==> config.mk <==
export PLATFORM = sky130hd
export DESIGN_NAME = lnk_fault_filter
export DESIGN_NICKNAME = d
export VERILOG_FILES = /design/src/rtl/lff_pkg.sv /design/src/rtl/lff_classify.sv /design/src/rtl/lff_link_state.sv /design/src/rtl/lff_host_regs.sv /design/src/rtl/lnk_fault_filter.sv
export SDC_FILE = /design/constraint.sdc
export NUM_CORES = 1
export LEC_CHECK = 0
export ABC_AREA = 1
export ABC_CLOCK_PERIOD_IN_PS = 1600
export BUFFER_PORTS_ARGS = -buffer_cell sky130_fd_sc_hd__buf_2
export CAP_MARGIN = 15
export CELL_PAD_IN_SITES_DETAIL_PLACEMENT = 0
export CELL_PAD_IN_SITES_GLOBAL_PLACEMENT = 1
export CORE_MARGIN = 3
export CORE_UTILIZATION = 31
export CTS_CLUSTER_DIAMETER = 80
export CTS_CLUSTER_SIZE = 40
export DETAILED_ROUTE_END_ITERATION = 10
export PLACE_DENSITY_LB_ADDON = 0.1
export SYNTH_ARGS = -nofsm -noshare
export SYNTH_HDL_FRONTEND = slang
export SYNTH_SLANG_ARGS = --single-unit
==> constraint.sdc <==
create_clock -name clk -period 1.6 [get_ports clk]
set_input_delay 0.32 -clock clk [delete_from_list [all_inputs] [get_ports clk]]
set_output_delay 0.32 -clock clk [all_outputs]
set_load 0.02 [all_outputs]
==> src/rtl/lff_pkg.sv <==
package lff_pkg;

  localparam int CAUSE_W = 3;
  localparam int OB_W    = 3;

  // decoded inbound event codes
  localparam int EVC_IDLE     = 0;
  localparam int EVC_IDLE_ERR = 1;
  localparam int EVC_SIG_LOST = 2;
  localparam int EVC_SYNC_LOST = 3;
  localparam int EVC_SEQ_A    = 4;
  localparam int EVC_SEQ_D    = 7;
  localparam int EVC_VSEQ     = 8;

  // stored cause values
  localparam logic [CAUSE_W-1:0] CZ_NONE  = 3'd0;
  localparam logic [CAUSE_W-1:0] CZ_SIG   = 3'd1;
  localparam logic [CAUSE_W-1:0] CZ_SYNC  = 3'd2;
  localparam logic [CAUSE_W-1:0] CZ_SEQ_A = 3'd3;
  localparam logic [CAUSE_W-1:0] CZ_SEQ_B = 3'd4;
  localparam logic [CAUSE_W-1:0] CZ_SEQ_C = 3'd5;
  localparam logic [CAUSE_W-1:0] CZ_SEQ_D = 3'd6;

  // outbound continuous-sequence selections
  localparam logic [OB_W-1:0] OBS_IDLE    = 3'd0;
  localparam logic [OB_W-1:0] OBS_SIG     = 3'd1;
  localparam logic [OB_W-1:0] OBS_SYNC    = 3'd2;
  localparam logic [OB_W-1:0] OBS_RSP_B   = 3'd3;
  localparam logic [OB_W-1:0] OBS_RSP_A   = 3'd4;
  localparam logic [OB_W-1:0] OBS_RSP_CD  = 3'd6;

  typedef struct packed {
    logic                 trip;
    logic                 vseq;
    logic [CAUSE_W-1:0]   cause;
  } lff_class_t;

  function automatic logic [OB_W-1:0] resp_for(input logic [CAUSE_W-1:0] cz);
    case (cz)
      CZ_SIG:   resp_for = OBS_SIG;
      CZ_SYNC:  resp_for = OBS_SYNC;
      CZ_SEQ_A: resp_for = OBS_RSP_A;
      CZ_SEQ_B: resp_for = OBS_RSP_B;
      CZ_SEQ_C: resp_for = OBS_RSP_CD;
      CZ_SEQ_D: resp_for = OBS_RSP_CD;
      default:  resp_for = OBS_IDLE;
    endcase
  endfunction

endpackage

==> src/rtl/lff_classify.sv <==
module lff_classify
  import lff_pkg::*;
#(
  parameter int EV_W = 4
) (
  input  logic            ev_take,
  input  logic [EV_W-1:0] ev_code,
  output lff_class_t      cls
);

  always_comb begin
    cls = '0;
    if (ev_take) begin
      if (ev_code == EV_W'(EVC_SIG_LOST)) begin
        cls.trip  = 1'b1;
        cls.cause = CZ_SIG;
      end else if (ev_code == EV_W'(EVC_SYNC_LOST)) begin
        cls.trip  = 1'b1;
        cls.cause = CZ_SYNC;
      end else if (ev_code >= EV_W'(EVC_SEQ_A) && ev_code <= EV_W'(EVC_SEQ_D)) begin
        cls.trip  = 1'b1;
        cls.cause = CZ_SEQ_A + CAUSE_W'(ev_code - EV_W'(EVC_SEQ_A));
      end else if (ev_code == EV_W'(EVC_VSEQ)) begin
        cls.vseq  = 1'b1;
      end
    end
  end

endmodule

==> src/rtl/lff_link_state.sv <==
module lff_link_state
  import lff_pkg::*;
(
  input  logic               clk,
  input  logic               rst,
  input  lff_class_t         cls,
  input  logic               reopen,
  output logic               link_off,
  output logic [CAUSE_W-1:0] cause_q,
  output logic [OB_W-1:0]    ob_q
);

  always_ff @(posedge clk) begin
    if (rst) begin
      link_off <= 1'b0;
      cause_q  <= CZ_NONE;
      ob_q     <= OBS_IDLE;
    end else if (cls.trip) begin
      link_off <= 1'b1;
      cause_q  <= cls.cause;
      ob_q     <= resp_for(cls.cause);
    end else if (reopen && link_off) begin
      link_off <= 1'b0;
      cause_q  <= CZ_NONE;
      ob_q     <= OBS_IDLE;
    end
  end

  AST_OFF_STICKY: assert property (@(posedge clk) disable iff (rst)
    link_off && !reopen |=> link_off);
  AST_CAUSE_HELD: assert property (@(posedge clk) disable iff (rst)
    link_off && !reopen |=> $stable(cause_q) && $stable(ob_q));
  AST_TRIP_CAUSE: assert property (@(posedge clk) disable iff (rst)
    $rose(link_off) |-> cause_q != CZ_NONE && ob_q != OBS_IDLE);

endmodule

==> src/rtl/lff_host_regs.sv <==
module lff_host_regs
  import lff_pkg::*;
#(
  parameter int HADDR_W = 2,
  parameter int HDATA_W = 8
) (
  input  logic               clk,
  input  logic               rst,
  input  logic               host_wr,
  input  logic [HADDR_W-1:0] host_addr,
  input  logic [HDATA_W-1:0] host_wdata,
  input  logic               link_off,
  input  logic [CAUSE_W-1:0] cause_q,
  input  logic               vseq_hit,
  output logic               reopen,
  output logic               vs_flag,
  output logic [HDATA_W-1:0] host_rdata
);

  localparam int STAT_W = CAUSE_W + 3;
  localparam logic [HADDR_W-1:0] A_STAT = HADDR_W'(0);
  localparam logic [HADDR_W-1:0] A_CTRL = HADDR_W'(1);

  logic armed;
  logic ctrl_wr;
  logic fire;
  logic [STAT_W-1:0] stat_word;

  assign ctrl_wr = host_wr && (host_addr == A_CTRL);
  assign reopen  = ctrl_wr && host_wdata[0];
  assign fire    = vseq_hit && armed && !link_off;
  assign stat_word = {armed, vs_flag, cause_q, link_off};

  always_ff @(posedge clk) begin
    if (rst) begin
      armed   <= 1'b0;
      vs_flag <= 1'b0;
    end else begin
      if (fire)                          armed <= 1'b0;
      else if (ctrl_wr && host_wdata[1]) armed <= 1'b1;
      if (fire)                          vs_flag <= 1'b1;
      else if (ctrl_wr && host_wdata[2]) vs_flag <= 1'b0;
    end
  end

  always_ff @(posedge clk) begin
    if (rst)                     host_rdata <= '0;
    else if (host_addr == A_STAT) host_rdata <= HDATA_W'(stat_word);
    else                         host_rdata <= '0;
  end

  AST_ARM_ONE_SHOT: assert property (@(posedge clk) disable iff (rst)
    $rose(vs_flag) |-> !armed);
  AST_QUIET_WHEN_OFF: assert property (@(posedge clk) disable iff (rst)
    link_off |=> !$rose(vs_flag));

endmodule

==> src/rtl/lnk_fault_filter.sv <==
module lnk_fault_filter
  import lff_pkg::*;
#(
  parameter int EV_W    = 4,
  parameter int HADDR_W = 2,
  parameter int HDATA_W = 8
) (
  input  logic               clk,
  input  logic               rst,
  input  logic               ev_valid,
  input  logic [EV_W-1:0]    ev_code,
  input  logic               host_wr,
  input  logic [HADDR_W-1:0] host_addr,
  input  logic [HDATA_W-1:0] host_wdata,
  output logic [HDATA_W-1:0] host_rdata,
  output logic               irq,
  output logic [2:0]         ob_sel
);

  logic               link_off;
  logic               ev_take;
  logic               reopen;
  logic               vs_flag;
  logic [CAUSE_W-1:0] cause_q;
  logic [OB_W-1:0]    ob_q;
  lff_class_t         cls;

  assign ev_take = ev_valid && !link_off;

  lff_classify #(.EV_W(EV_W)) u_classify (
    .ev_take (ev_take),
    .ev_code (ev_code),
    .cls     (cls)
  );

  lff_link_state u_state (
    .clk      (clk),
    .rst      (rst),
    .cls      (cls),
    .reopen   (reopen),
    .link_off (link_off),
    .cause_q  (cause_q),
    .ob_q     (ob_q)
  );

  lff_host_regs #(.HADDR_W(HADDR_W), .HDATA_W(HDATA_W)) u_host (
    .clk        (clk),
    .rst        (rst),
    .host_wr    (host_wr),
    .host_addr  (host_addr),
    .host_wdata (host_wdata),
    .link_off   (link_off),
    .cause_q    (cause_q),
    .vseq_hit   (cls.vseq),
    .reopen     (reopen),
    .vs_flag    (vs_flag),
    .host_rdata (host_rdata)
  );

  assign irq    = link_off | vs_flag;
  assign ob_sel = ob_q;

  AST_BITERR_HARMLESS: assert property (@(posedge clk) disable iff (rst)
    ev_valid && !link_off && ev_code == EV_W'(EVC_IDLE_ERR) |=> !link_off);
  AST_OPEN_QUIET_OB: assert property (@(posedge clk) disable iff (rst)
    !link_off |-> ob_sel == OBS_IDLE);
  AST_IRQ_ON_TRIP: assert property (@(posedge clk) disable iff (rst)
    ev_take && cls.trip |=> irq);

endmodule

## Word-level counts from Yosys, hierarchy flattened

Index checks and enable logic that the tools add are counted.

| word-level totals | value |
|---|---|
| register bits | 17 |
| output and inout port bits | 12 |
| bits of input ports | 18 |

| operators by class | value |
|---|---|
| bitwise logic cells | 2 |
| eq/ne operators | 10 |
| order comparisons | 2 |
| $add $sub $neg | 2 |
| reduce and logical (&&, ||, !) cells | 16 |
| mux-type cells | 19 |

Operators by type and width:

| cell | count |
|---|---|
| 3-bit two-way mux | 6 |
| 3-bit one-hot mux with 5 select lines | 1 |
| 1-bit two-way mux | 11 |
| 3-bit == test (second input constant) | 3 |
| 1-bit logical AND | 9 |
| 4-bit by 2-bit == test with 1-bit output (second input constant) | 2 |
| 3-bit by 2-bit == test with 1-bit output (second input constant) | 2 |
| 2-bit OR reduction | 3 |
| 5-bit two-way mux | 1 |
| 4-bit == test (second input constant) | 1 |
| 4-bit by 3-bit >= comparator with 1-bit output (second input constant) | 1 |
| 4-bit by 3-bit less-or-equal comparator with 1-bit output (second input constant) | 1 |
| 2-bit nonzero test | 2 |
| 2-bit by 3-bit adder with 3-bit output (first input constant) | 1 |
| 3-bit by 1-bit == test with 1-bit output (second input constant) | 1 |
| 3-bit subtractor (second input constant) | 1 |
| 2-bit by 1-bit == test with 1-bit output (second input constant) | 1 |
| 2-bit logical NOT | 1 |
| 1-bit logical NOT | 1 |
| 1-bit NOT | 1 |
| 1-bit OR | 1 |

## Depth between registers and ports, before layout

Gate-level depths: netlist of the first run.

| logic depth | value |
|---|---|
| depth in word-level cells | 10 |
| gate-level depth with buffers | 10 |
| depth with buffers taken out | 10 |

## Modules after synthesis

A second synthesis of the first run with hierarchy kept.

| second synthesis, totals | value |
|---|---|
| cells, all modules | 103 |
| area, all modules | 705.7 um^2 |

By module, submodules not included:

| module | instances | area an instance (um^2) | cells an instance |
|---|---|---|---|
| lff_host_regs | 1 | 287.8 | 36 |
| lff_link_state | 1 | 266.5 | 36 |
| lff_classify | 1 | 132.6 | 26 |
| lnk_fault_filter | 1 | 18.8 | 5 |

## Least setup slack after synthesis of the first run

OpenSTA, ideal clock, no wires.

| path | value |
|---|---|
| path kind | input -> register |
| start point | in ev_code[0] |
| end point | reg u_state.ob_q[1] |
| stages on the path | 9 |
| setup slack | 0.244 ns |
| data arrival time | 1.247 ns |
| setup time | 0.109 ns |
| path buffers | 0 |
| path through | inv_1 -> ha_1 -> nand3b_1 -> nand2_1 -> nand2_1 -> o21ai_0 -> nand3_1 -> nand2_1 -> inv_1 |

| on the way | value |
|---|---|
| word-level cells in the longest chain between the ends | 10 |

Ends and longest elaborated chain:

| element | line | RTL |
|---|---|---|
| start, declared | lnk_fault_filter.sv:11 | `input logic [EV_W-1:0] ev_code,` |
| 3-bit subtractor (tied with other cells) | lff_classify.sv:22 | `cls.cause = CZ_SEQ_A + CAUSE_W'(ev_code - EV_W'(EVC_SEQ_A));` |
| 2-bit by 3-bit adder with 3-bit output / 1-bit logical AND (equally long branches) | lff_classify.sv:22, lff_classify.sv:20 |  |
| 3-bit two-way mux | lff_classify.sv:20 | `end else if (ev_code >= EV_W'(EVC_SEQ_A) && ev_code <= EV_W'(EVC_SEQ_D)) begin` |
| 3-bit two-way mux | lff_classify.sv:17 | `end else if (ev_code == EV_W'(EVC_SYNC_LOST)) begin` |
| 3-bit two-way mux | lff_classify.sv:14 | `if (ev_code == EV_W'(EVC_SIG_LOST)) begin` |
| 5-bit two-way mux (*) | lff_classify.sv:13 | `if (ev_take) begin` |
| 3-bit == test | lff_pkg.sv:39 | `case (cz)` |
| 2-bit OR reduction (no line) | - |  |
| 3-bit one-hot mux with 5 select lines | lff_pkg.sv:39 |  |
| 3-bit two-way mux | lff_link_state.sv:18 | `end else if (cls.trip) begin` |
| end signal, assigned | lff_link_state.sv:21 | `ob_q <= resp_for(cls.cause);` |
| end, declared | lff_link_state.sv:10 | `output logic [OB_W-1:0] ob_q` |

Every way passes the cells marked *; elsewhere a longest branch is shown, timed or not.
A chain may end at the register's enable or synchronous reset.

## Final worst setup path of the first run

| path | value |
|---|---|
| start point | reg u_state.link_off |
| end point | reg u_state.ob_q[1] |

| on the way | value |
|---|---|
| word-level cells in the longest chain between the ends | 7 |

Ends and longest elaborated chain:

| element | line | RTL |
|---|---|---|
| start, declared | lff_link_state.sv:8 | `output logic link_off,` |
| start signal, assigned | lff_link_state.sv:15 | `link_off <= 1'b0;` |
| start signal, assigned | lff_link_state.sv:19 | `link_off <= 1'b1;` |
| start signal, assigned | lff_link_state.sv:23 | `link_off <= 1'b0;` |
| 1-bit logical NOT | lnk_fault_filter.sv:28 | `assign ev_take = ev_valid && !link_off;` |
| 1-bit logical AND | lnk_fault_filter.sv:28 |  |
| 5-bit two-way mux | lff_classify.sv:13 |  |
| 3-bit == test | lff_pkg.sv:39 |  |
| 2-bit OR reduction (no line) | - |  |
| 3-bit one-hot mux with 5 select lines | lff_pkg.sv:39 |  |
| 3-bit two-way mux | lff_link_state.sv:18 |  |

Several ways; a longest one is shown, not always the timed one.

==> results of run 1 <==
## cells by family (layout without fill, tap and decap cells)
kind of cell,count (synthesis),in the layout,synth area share
compound gates,12,12,0.0925
other cells,1,2,0.00523
fa+ha+maj,3,3,0.0524
buf+inv,22,46,0.126
flops,15,15,0.419
simple gates,50,50,0.305
## final timing paths
check                                             to  depth (start not counted)               start
worst min-delay path                  u_host.vs_flag                          4       host_wdata[2]
worst min register to register  u_host.host_rdata[2]                          2  u_state.cause_q[1]
worst max-delay path                 u_state.ob_q[1]                          8    u_state.link_off
worst max register to register       u_state.ob_q[1]                          8    u_state.link_off
## state kept, by name, indices dropped and copies added (netlist names)
name               cells
u_host.armed           1
u_host.host_rdata      6
u_host.vs_flag         1
u_state.cause_q        3
u_state.link_off       1
u_state.ob_q           3
## synthesized netlist by cell type, drive strengths merged
library cell  instances  area (um2)
inv                  19        71.3
nor2                 16        65.1
a211oi                1        7.51
nand4                 1        6.26
conb                  1        3.75
a21oi                 8        40.0
nand2                23        93.8
dfxtp                15         300
nor4                  1        6.26
buf                   2        15.0
nand3                 8        40.0
clkbuf                1        3.75
nand3b                1        7.51
o21ai                 3        18.8
ha                    3        37.5
## power by group through the flow
stage | logic, mW | clock network (mW) | registers [mW]
5_1_grt | 0.126 | 0.248 | 0.392
3_3_place_gp | 0.110 | 0 | 0.399
6_report | 0.110 | 0.220 | 0.391
3_5_place_dp | 0.110 | 0 | 0.400
4_1_cts | 0.111 | 0.238 | 0.391
2_1_floorplan | 0.0679 | 0 | 0.405
## layout make-up
type / instances / share of cell area
Clock buffer: 3 / 0.0256
Multi-Input combinational cell: 67 / 0.375
Timing Repair Buffer: 23 / 0.134
Sequential cell: 15 / 0.341
Tap cell: 27 / 0.0384
Inverter: 19 / 0.0810
Clock inverter: 1 / 0.00568
## metal layers
metal  wire [um]  GRT usage
met1         780      0.160
met5           0          0
met2         614      0.173
met4          10     0.0622
met3         111     0.0332
## stage by stage
step	hold WS, ps	worst slack, ps
after CTS	286	290
final	295	276
after detailed placement	420	49.2
after global routing	306	143
after floorplan	408	244
after global placement	418	52.5
## worst max-delay path: stages (launching register included)
cell and delay [ps]:
dfxtp_1 340, inv_1 120, nand2_2 110, a21oi_1 180, nand2_1 130, o21ai_0 160, nand3_1 100, nand2_1 60
inv_1 30
==> qor.yml, run 1 <==
detailed_routing:
  ant_nets: 0
  drcViolationCount: 0
  num_vias: 663
  wl_per_cell_um: 9.78
  routed_wl_um: 1520
  viasPerCell: 4.28
  dr.pass1.iters: 4
  initialDrtViolationCount: 12
synthesis:
  ys_seq_area_frac: 0.419
  syn_avg_cell_area_um2: 6.96
  syn_area_um2: 717
  ys_warn_count: 0
  syn_inst: 103
  ys_seq_elements: 15
  synth_cell_types: 19
power_and_ir_drop:
  internal-power_mw: 0.517
  p_per_area_nw_per_um2: 819
  p_sw_mw: 0.205
  pwr-share-clk: 0.305
  power_mw: 0.721
  switching_share: 0.284
  power_frac_comb: 0.153
  static-leakage-power_nw: 0.450
  ir_drop_uv: 443
  p_seq_frac: 0.542
layout:
  fin_util: 0.423
  n_fill_cell: 237
  stdcell_count: 155
  layout-drive-gt1-share: 0.266
  syn_to_final_growth_pct: 22.9
  final_cell_area_um2: 881
  multi_input_area_um2: 330
  final_common_cell: "buf_2"
  ff_latch_area_um2: 300
  finalNetCount: 150
  layout_common_cells: "22 x buf_2, 20 x nand2_1, 18 x inv_1"
  antennaDiodeCount: 0
global_routing:
  globalRouteOverflowTotal: 0
  grt_pass1_vias: 584
  antenna_found_initial: 0
  grt_first_pass_wirelength_um: 2460
  grt_usage: 0.120
  grt_max_degree: 10
floorplanning:
  fp.dieW_um: 54.1
  pin_count: 30
  start_util: 0.344
  dieHeight_um: 54.1
  dieArea_um2: 2930
  num_rows: 16
  core-area_um2: 2080
clock_network:
  hold_buffers: 0
  cts_inserted_buffers: 3
  clock_latency_ps: 280
  htree_levels: 1
  cts_root_buffer: "clkbuf_4"
  cts_setup_buffers: 0
  clk_pin_slew_ps: 100
  cts_tree: "built"
  clockBufferDepth: 2
  post_cts_resize_count: 0
  cts_sinks: 15
run:
  cap_violations: 0
place:
  place.gp.congestion: 0.705
  dp_cells: 151
  io_buffer_count: 22
  hpwlAfterDp_um: 1210
  dpl-instance-area_um2: 853
sta:
  max_freq_mhz: 756
  finalClockSkew_ps: 3.43
  setup_violations: 0
  min_period_ps: 1320
  rsz0062_at_grt: "no"
  slew_viol_final: 0
  finalSetupTns_ps: 0
  finalCritPeriodShare: 0.827
  hold_violations: 0
worst_setup_path:
  critical_path_class: "reg2reg"
  cp_max_fo: 5
  required_ps: 1800
  reg2reg_setup_slack_ps: 280
  endpoint_kind: "flip-flop"
  cp.arrival_ps: 1520
  cp-start-kind: "flip-flop"
worst_hold_path:
  min_path_type: "in2reg"
status:
  outcome: "complete, no violations"
(Power assumes the default switching activity.)
==> run 2: changes to the inputs <==
ABC_CLOCK_PERIOD_IN_PS = 1400   (was 1600)
clock period = 1.4 ns   (was 1.6 ns; I/O delays follow)
==> qor.yml, run 2 (synthesis results as in run 1) <==
worst_setup_path:
  endpoint_kind: "flip-flop"
  crit_buf_inv: 2  # unchanged
  cpMostUsedCell: "nor2_1"
  cpLargestDelayFamily: "simple AND/OR/NAND/NOR gates"
  cp-start-kind: "flip-flop"
  cp.arrival_ps: 1390  # -130 ps
  cp_max_fo: 5  # unchanged
  required_ps: 1570  # -230 ps
  slowest_delay_ps: 380  # +40 ps
  critical_path_class: "reg2reg"
  crit_slowest_cell: "dfxtp_1"
  cp_cell_sequence: "inv_2 > nand2_2 > inv_1 > nand2_1 > nor2_1 > nand2_1 > nand3_1 > nor2_1 > nor2_1"
clock_network:
  htree_levels: 1  # unchanged
  clockBufferDepth: 2  # unchanged
  cts_root_buffer: "clkbuf_4"
  clock_latency_ps: 270  # about the same
  cts_inserted_buffers: 3  # unchanged
  clk_pin_slew_ps: 80  # -20 ps
  cts_tree: "built"
  cts_sinks: 15  # unchanged
detailed_routing:
  dr.pass1.iters: 2  # -2
  drcViolationCount: 0  # unchanged
  routed_wl_um: 1500  # -0.86%
  wl_per_cell_um: 9.39  # -4.0%
  viasPerCell: 4.20  # -1.8%
  ant_nets: 0  # unchanged
  initialDrtViolationCount: 7  # -5
  num_vias: 672  # +1.4%
sta:
  min_period_ps: 1220  # -100 ps
  rsz0062_at_grt: "no"
  setup_violations: 0  # unchanged
  slew_viol_final: 0  # unchanged
  finalCritPeriodShare: 0.874  # +0.0466
  max_freq_mhz: 817  # +8.2%
  hold_violations: 0  # unchanged
  finalClockSkew_ps: 0.697  # -2.74 ps
layout:
  stdcell_count: 160  # +3.2%
  final_common_cell: "buf_2"
  n_fill_cell: 241  # +1.7%
  syn_to_final_growth_pct: 29.1
  antennaDiodeCount: 0  # unchanged
  layout-drive-gt1-share: 0.301  # +0.0351
  top_regs: "u_host.host_rdata x6, u_state.cause_q x3, u_state.ob_q x3"
  final_cell_area_um2: 926  # +5.1%
  largest_register_ffs: 6  # unchanged
  layout_common_cells: "22 x buf_2, 20 x nand2_1, 17 x inv_1"
  fin_util: 0.445  # +0.0216
  regMostFlops: "u_host.host_rdata"
  finalNetCount: 155  # +3.3%
global_routing:
  grt_max_degree: 10  # unchanged
  grt_usage: 0.120  # unchanged
  grt_first_pass_wirelength_um: 2540  # +3.4%
  grt_pass1_vias: 643  # +10%
  antenna_found_initial: 0  # unchanged
  globalRouteOverflowTotal: 0  # unchanged
worst_hold_path:
  min_path_type: "in2reg"
place:
  hpwlAfterDp_um: 1240  # +2.3%
  dp_cells: 156  # +3.3%
  io_buffer_count: 22  # unchanged
  dpl-instance-area_um2: 891  # +4.4%
  place.gp.congestion: 0.761  # +7.8%
power_and_ir_drop:
  p_per_area_nw_per_um2: 884  # +7.9%
  static-leakage-power_nw: 0.472  # +4.7%
  power_mw: 0.818  # +13%
  ir_drop_uv: 545  # +23%
floorplanning:
  core-area_um2: 2080  # unchanged
  pin_count: 30  # unchanged
  fp.dieW_um: 54.1  # unchanged
  start_util: 0.344  # unchanged
  dieHeight_um: 54.1  # unchanged
  dieArea_um2: 2930  # unchanged
  num_rows: 16  # unchanged
run:
  cap_violations: 0  # unchanged
status:
  outcome: "complete, no violations"
-- run 2: cell types whose count changed in the layout (fill, tap and decap cells not counted) --
cell and delta:
a21oi_1 -1, buf_4 +5, inv_2 +1, a21oi_2 +1
inv_1 -1, clkinv_2 -1, nor2_2 -1, clkbuf_1 +1
nor2_4 +1
-- run 2: where the power goes --
part	switching, mW	total (mW)	leakage (nW)	internal [mW]
combinational	0.0848	0.139	0.335	0.0537
clock	0.123	0.234	0.0150	0.110
sequential	0.00663	0.446	0.122	0.440
total	0.215	0.818	0.472	0.604
-- run 2: what timing repair did --
action	4_1_cts	5_1_grt
hold buffers	0	0
setup endpoints to repair	0	2
gates resized for setup	0	3
buffers inserted	0	0
-- run 2: path summary, 6_finish.rpt --
path                      startpoint              endpoint  slack, ps  cells past startpoint
hold reg to reg   u_state.cause_q[1]  u_host.host_rdata[2]        430                      2
setup reg to reg    u_state.link_off       u_state.ob_q[2]        180                      9
hold / removal         host_wdata[2]        u_host.vs_flag        270                      4
setup / recovery    u_state.link_off       u_state.ob_q[2]        180                      9
-- run 2: per-layer routing --
layer / wire [um] / vias up / part of all wire / track usage
li1: - / 376 / - / -
met2: 623 / 19 / 0.41 / 0.198
met4: 10 / 0 / 0.0067 / 0.0249
met5: 0 / - / 0 / 0
met1: 735 / 275 / 0.49 / 0.148
met3: 133 / 2 / 0.088 / 0.0443
-- run 2: layout make-up --
class | count | area (um2) | share of cell area
Multi-Input combinational cell | 67 | 339 | 0.366
Sequential cell | 15 | 300 | 0.324
Timing Repair Buffer | 28 | 155 | 0.168
Inverter | 19 | 71.3 | 0.0770
Tap cell | 27 | 33.8 | 0.0365
Clock buffer | 4 | 26.3 | 0.0284
-- run 2: per-stage QoR --
step | setup TNS (ps) | hold slack (ps) | setup slack, ps
2_1_floorplan | 0 | 408 | 83.8
3_3_place_gp | -269 | 418 | -112
3_5_place_dp | -285 | 419 | -108
4_1_cts | 0 | 272 | 103
5_1_grt | 0 | 274 | 30.3
6_report | 0 | 274 | 177
-- run 2: worst min-delay path, stage by stage --
cell and delay [ps]:
buf_2 80, nand2_1 40, nand2_1 50, a21oi_1 50
==> run 3: changes to the inputs <==
--- a/config.mk
+++ b/config.mk
@@ -13,5 +13,5 @@
 export CELL_PAD_IN_SITES_GLOBAL_PLACEMENT = 1
 export CORE_MARGIN = 3
-export CORE_UTILIZATION = 31
+export CORE_UTILIZATION = 30
 export CTS_CLUSTER_DIAMETER = 80
 export CTS_CLUSTER_SIZE = 40
==> constraint.sdc (replaced) <==
create_clock -name clk -period 1.4 [get_ports clk]
set_input_delay 0.28 -clock clk [delete_from_list [all_inputs] [get_ports clk]]
set_output_delay 0.28 -clock clk [all_outputs]
set_load 0.005 [all_outputs]
==> qor.yml, run 3 (synthesis results as in run 1) <==
power_and_ir_drop:
  power_frac_comb: 0.156  # -0.013
  static-leakage-power_nw: 0.479  # +1.5%
  internal-power_mw: 0.601  # -0.42%
  switching_share: 0.267  # +0.00457
  p_per_area_nw_per_um2: 879  # -0.60%
  p_seq_frac: 0.544  # about the same
  ir_drop_uv: 307  # -44%
  pwr-share-clk: 0.301  # +0.016
  p_sw_mw: 0.219  # +1.9%
sta:
  max_freq_mhz: 800  # -2.2%
  worst_slack_ps: 149  # -27.2 ps
  setup_violations: 0  # unchanged
  finalClockSkew_ps: 2.93  # +2.23 ps
  min_period_ps: 1250  # +27.2 ps
  rsz0062_at_grt: "yes"
  whs_ps: 261  # -12.5 ps
  slew_viol_final: 0  # unchanged
  finalCritPeriodShare: 0.893  # +0.0194
  hold_violations: 0  # unchanged
worst_setup_path:
  slowest_delay_ps: 340  # -40 ps
  required_ps: 1620  # +50 ps
  critical_path_class: "reg2reg"
  cp.arrival_ps: 1470  # +80 ps
  reg2reg_depth: 7  # -2
  cp_max_fo: 5  # unchanged
  cpLargestDelayFamily: "simple AND/OR/NAND/NOR gates"
  crit_buf_inv: 2  # unchanged
  r2r_end: "u_state.ob_q[0]"
  endpoint_kind: "flip-flop"
  crit_slowest_cell: "dfxtp_1"
  cp-start-kind: "flip-flop"
  worstSetupStartpoint: "u_state.link_off"
  reg2reg_setup_slack_ps: 150  # -30 ps
  cp_cell_sequence: "inv_1 > nand2_2 > nor2_2 > inv_1 > nor2_1 > o21ai_0 > a21oi_1"
  cpMostUsedCell: "inv_1"
  reg2reg_from: "u_state.link_off"
clock_network:
  cts_inserted_buffers: 3  # unchanged
  clockBufferDepth: 2  # unchanged
  clock_latency_ps: 280  # about the same
  cts_root_buffer: "clkbuf_4"
  htree_levels: 1  # unchanged
  cts_sinks: 15  # unchanged
  clk_pin_slew_ps: 90  # about the same
  cts_tree: "built"
  cts_setup_buffers: 0  # unchanged
detailed_routing:
  ant_nets: 0  # unchanged
  viasPerCell: 4.28  # +2.0%
  wl_per_cell_um: 9.44  # +0.47%
  drcViolationCount: 0  # unchanged
  initialDrtViolationCount: 4  # -3
  num_vias: 694  # +3.3%
  routed_wl_um: 1530  # +1.7%
  dr.pass1.iters: 3  # +1
layout:
  finalNetCount: 156  # +0.65%
  final_cell_area_um2: 933  # +0.81%
  final_common_cell: "buf_2"
  layout-drive-gt1-share: 0.313  # +0.0127
  syn_to_final_growth_pct: 30.2
  antennaDiodeCount: 0  # unchanged
  fin_util: 0.418  # -0.0268
  layout_common_cells: "22 x buf_2, 19 x nand2_1, 18 x inv_1"
  top_regs: "u_host.host_rdata x6, u_state.cause_q x3, u_state.ob_q x3"
  largest_register_ffs: 6  # unchanged
  stdcell_count: 162  # +1.3%
  regMostFlops: "u_host.host_rdata"
worst_hold_path:
  min_path_type: "in2reg"
  hp-start: "host_wdata[1]"
  hold_path_end: "u_host.armed"
  whs_path_depth: 3  # -1
floorplanning:
  dieHeight_um: 54.9  # +1.5%
  fp.dieW_um: 54.9  # +1.5%
  num_rows: 17  # +1
  pin_count: 30  # unchanged
  start_util: 0.321  # -0.0233
  core-area_um2: 2230  # +7.3%
  dieArea_um2: 3010  # +3.0%
place:
  io_buffer_count: 22  # unchanged
  dp_cells: 158  # +1.3%
  place.gp.congestion: 0.750  # -1.4%
  dp_slack_ps: -125  # -16.6 ps
  hpwlAfterDp_um: 1210  # -2.1%
  dpl-instance-area_um2: 900  # +0.98%
status:
  outcome: "complete, no violations"
global_routing:
  grt_max_degree: 10  # unchanged
  antenna_found_initial: 0  # unchanged
  globalRouteOverflowTotal: 0  # unchanged
  grt_usage: 0.116  # -0.00391
  grt_first_pass_wirelength_um: 2510  # -1.1%
  grt_pass1_vias: 614  # -4.5%
run:
  cap_violations: 0  # unchanged
-- run 3: tightest hold or removal path: cells and delay by family --
kind | cells | cell delay (ps)
buffers and inverters | 1 | 90
AND/OR/NAND/NOR | 1 | 60
AO/OA/AOI/OAI | 1 | 60
-- run 3: timing repair --
item | 4_1_cts | 5_1_grt
hold buffers | 0 | 0
hold endpoints to repair | 0 | 0
resized for setup | 0 | 2
setup endpoints to repair | 0 | 3
-- run 3: metrics by stage --
step	TNS (ps)	total power [mW]
finish	0	0.820
global placement	-287	0.580
global route	-17.3	0.877
CTS	0	0.833
detailed placement	-359	0.582
floorplan	0	0.528
-- run 3: how the worst max path moves through the flow --
stage	end	slack [ps]	depth (start not counted)
after floorplan	u_state.ob_q[1]	80	9
after global placement	u_state.ob_q[1]	-130	10
after detailed placement	u_state.ob_q[1]	-130	10
after CTS	u_state.ob_q[1]	110	8
after global routing	u_state.ob_q[0]	-20	7
final	u_state.ob_q[0]	150	7
-- run 3: layout make-up --
cell class              count  area (um2)
fillers                   269        1300
multi-input cells          67         337
flip-flops and latches     15         300
repair buffers             29         163
inverters                  19        71.3
well taps                  28        35.0
clock buffers               3        22.5
clock inverters             1        5.00
-- run 3: layer usage --
layer	GRT usage	share of wire	vias up
met5	0	0	-
met1	0.158	0.46	304
met3	0.0163	0.051	2
met2	0.173	0.48	15
li1	-	-	373
met4	0.0622	0.010	0
-- run 3: power groups by stage --
stage	Sequential [mW]	Clock [mW]	Combinational, mW
floorplan	0.456	0	0.0715
global placement	0.456	0	0.125
detailed placement	0.456	0	0.126
CTS	0.446	0.261	0.126
global route	0.448	0.281	0.148
finish	0.446	0.246	0.128
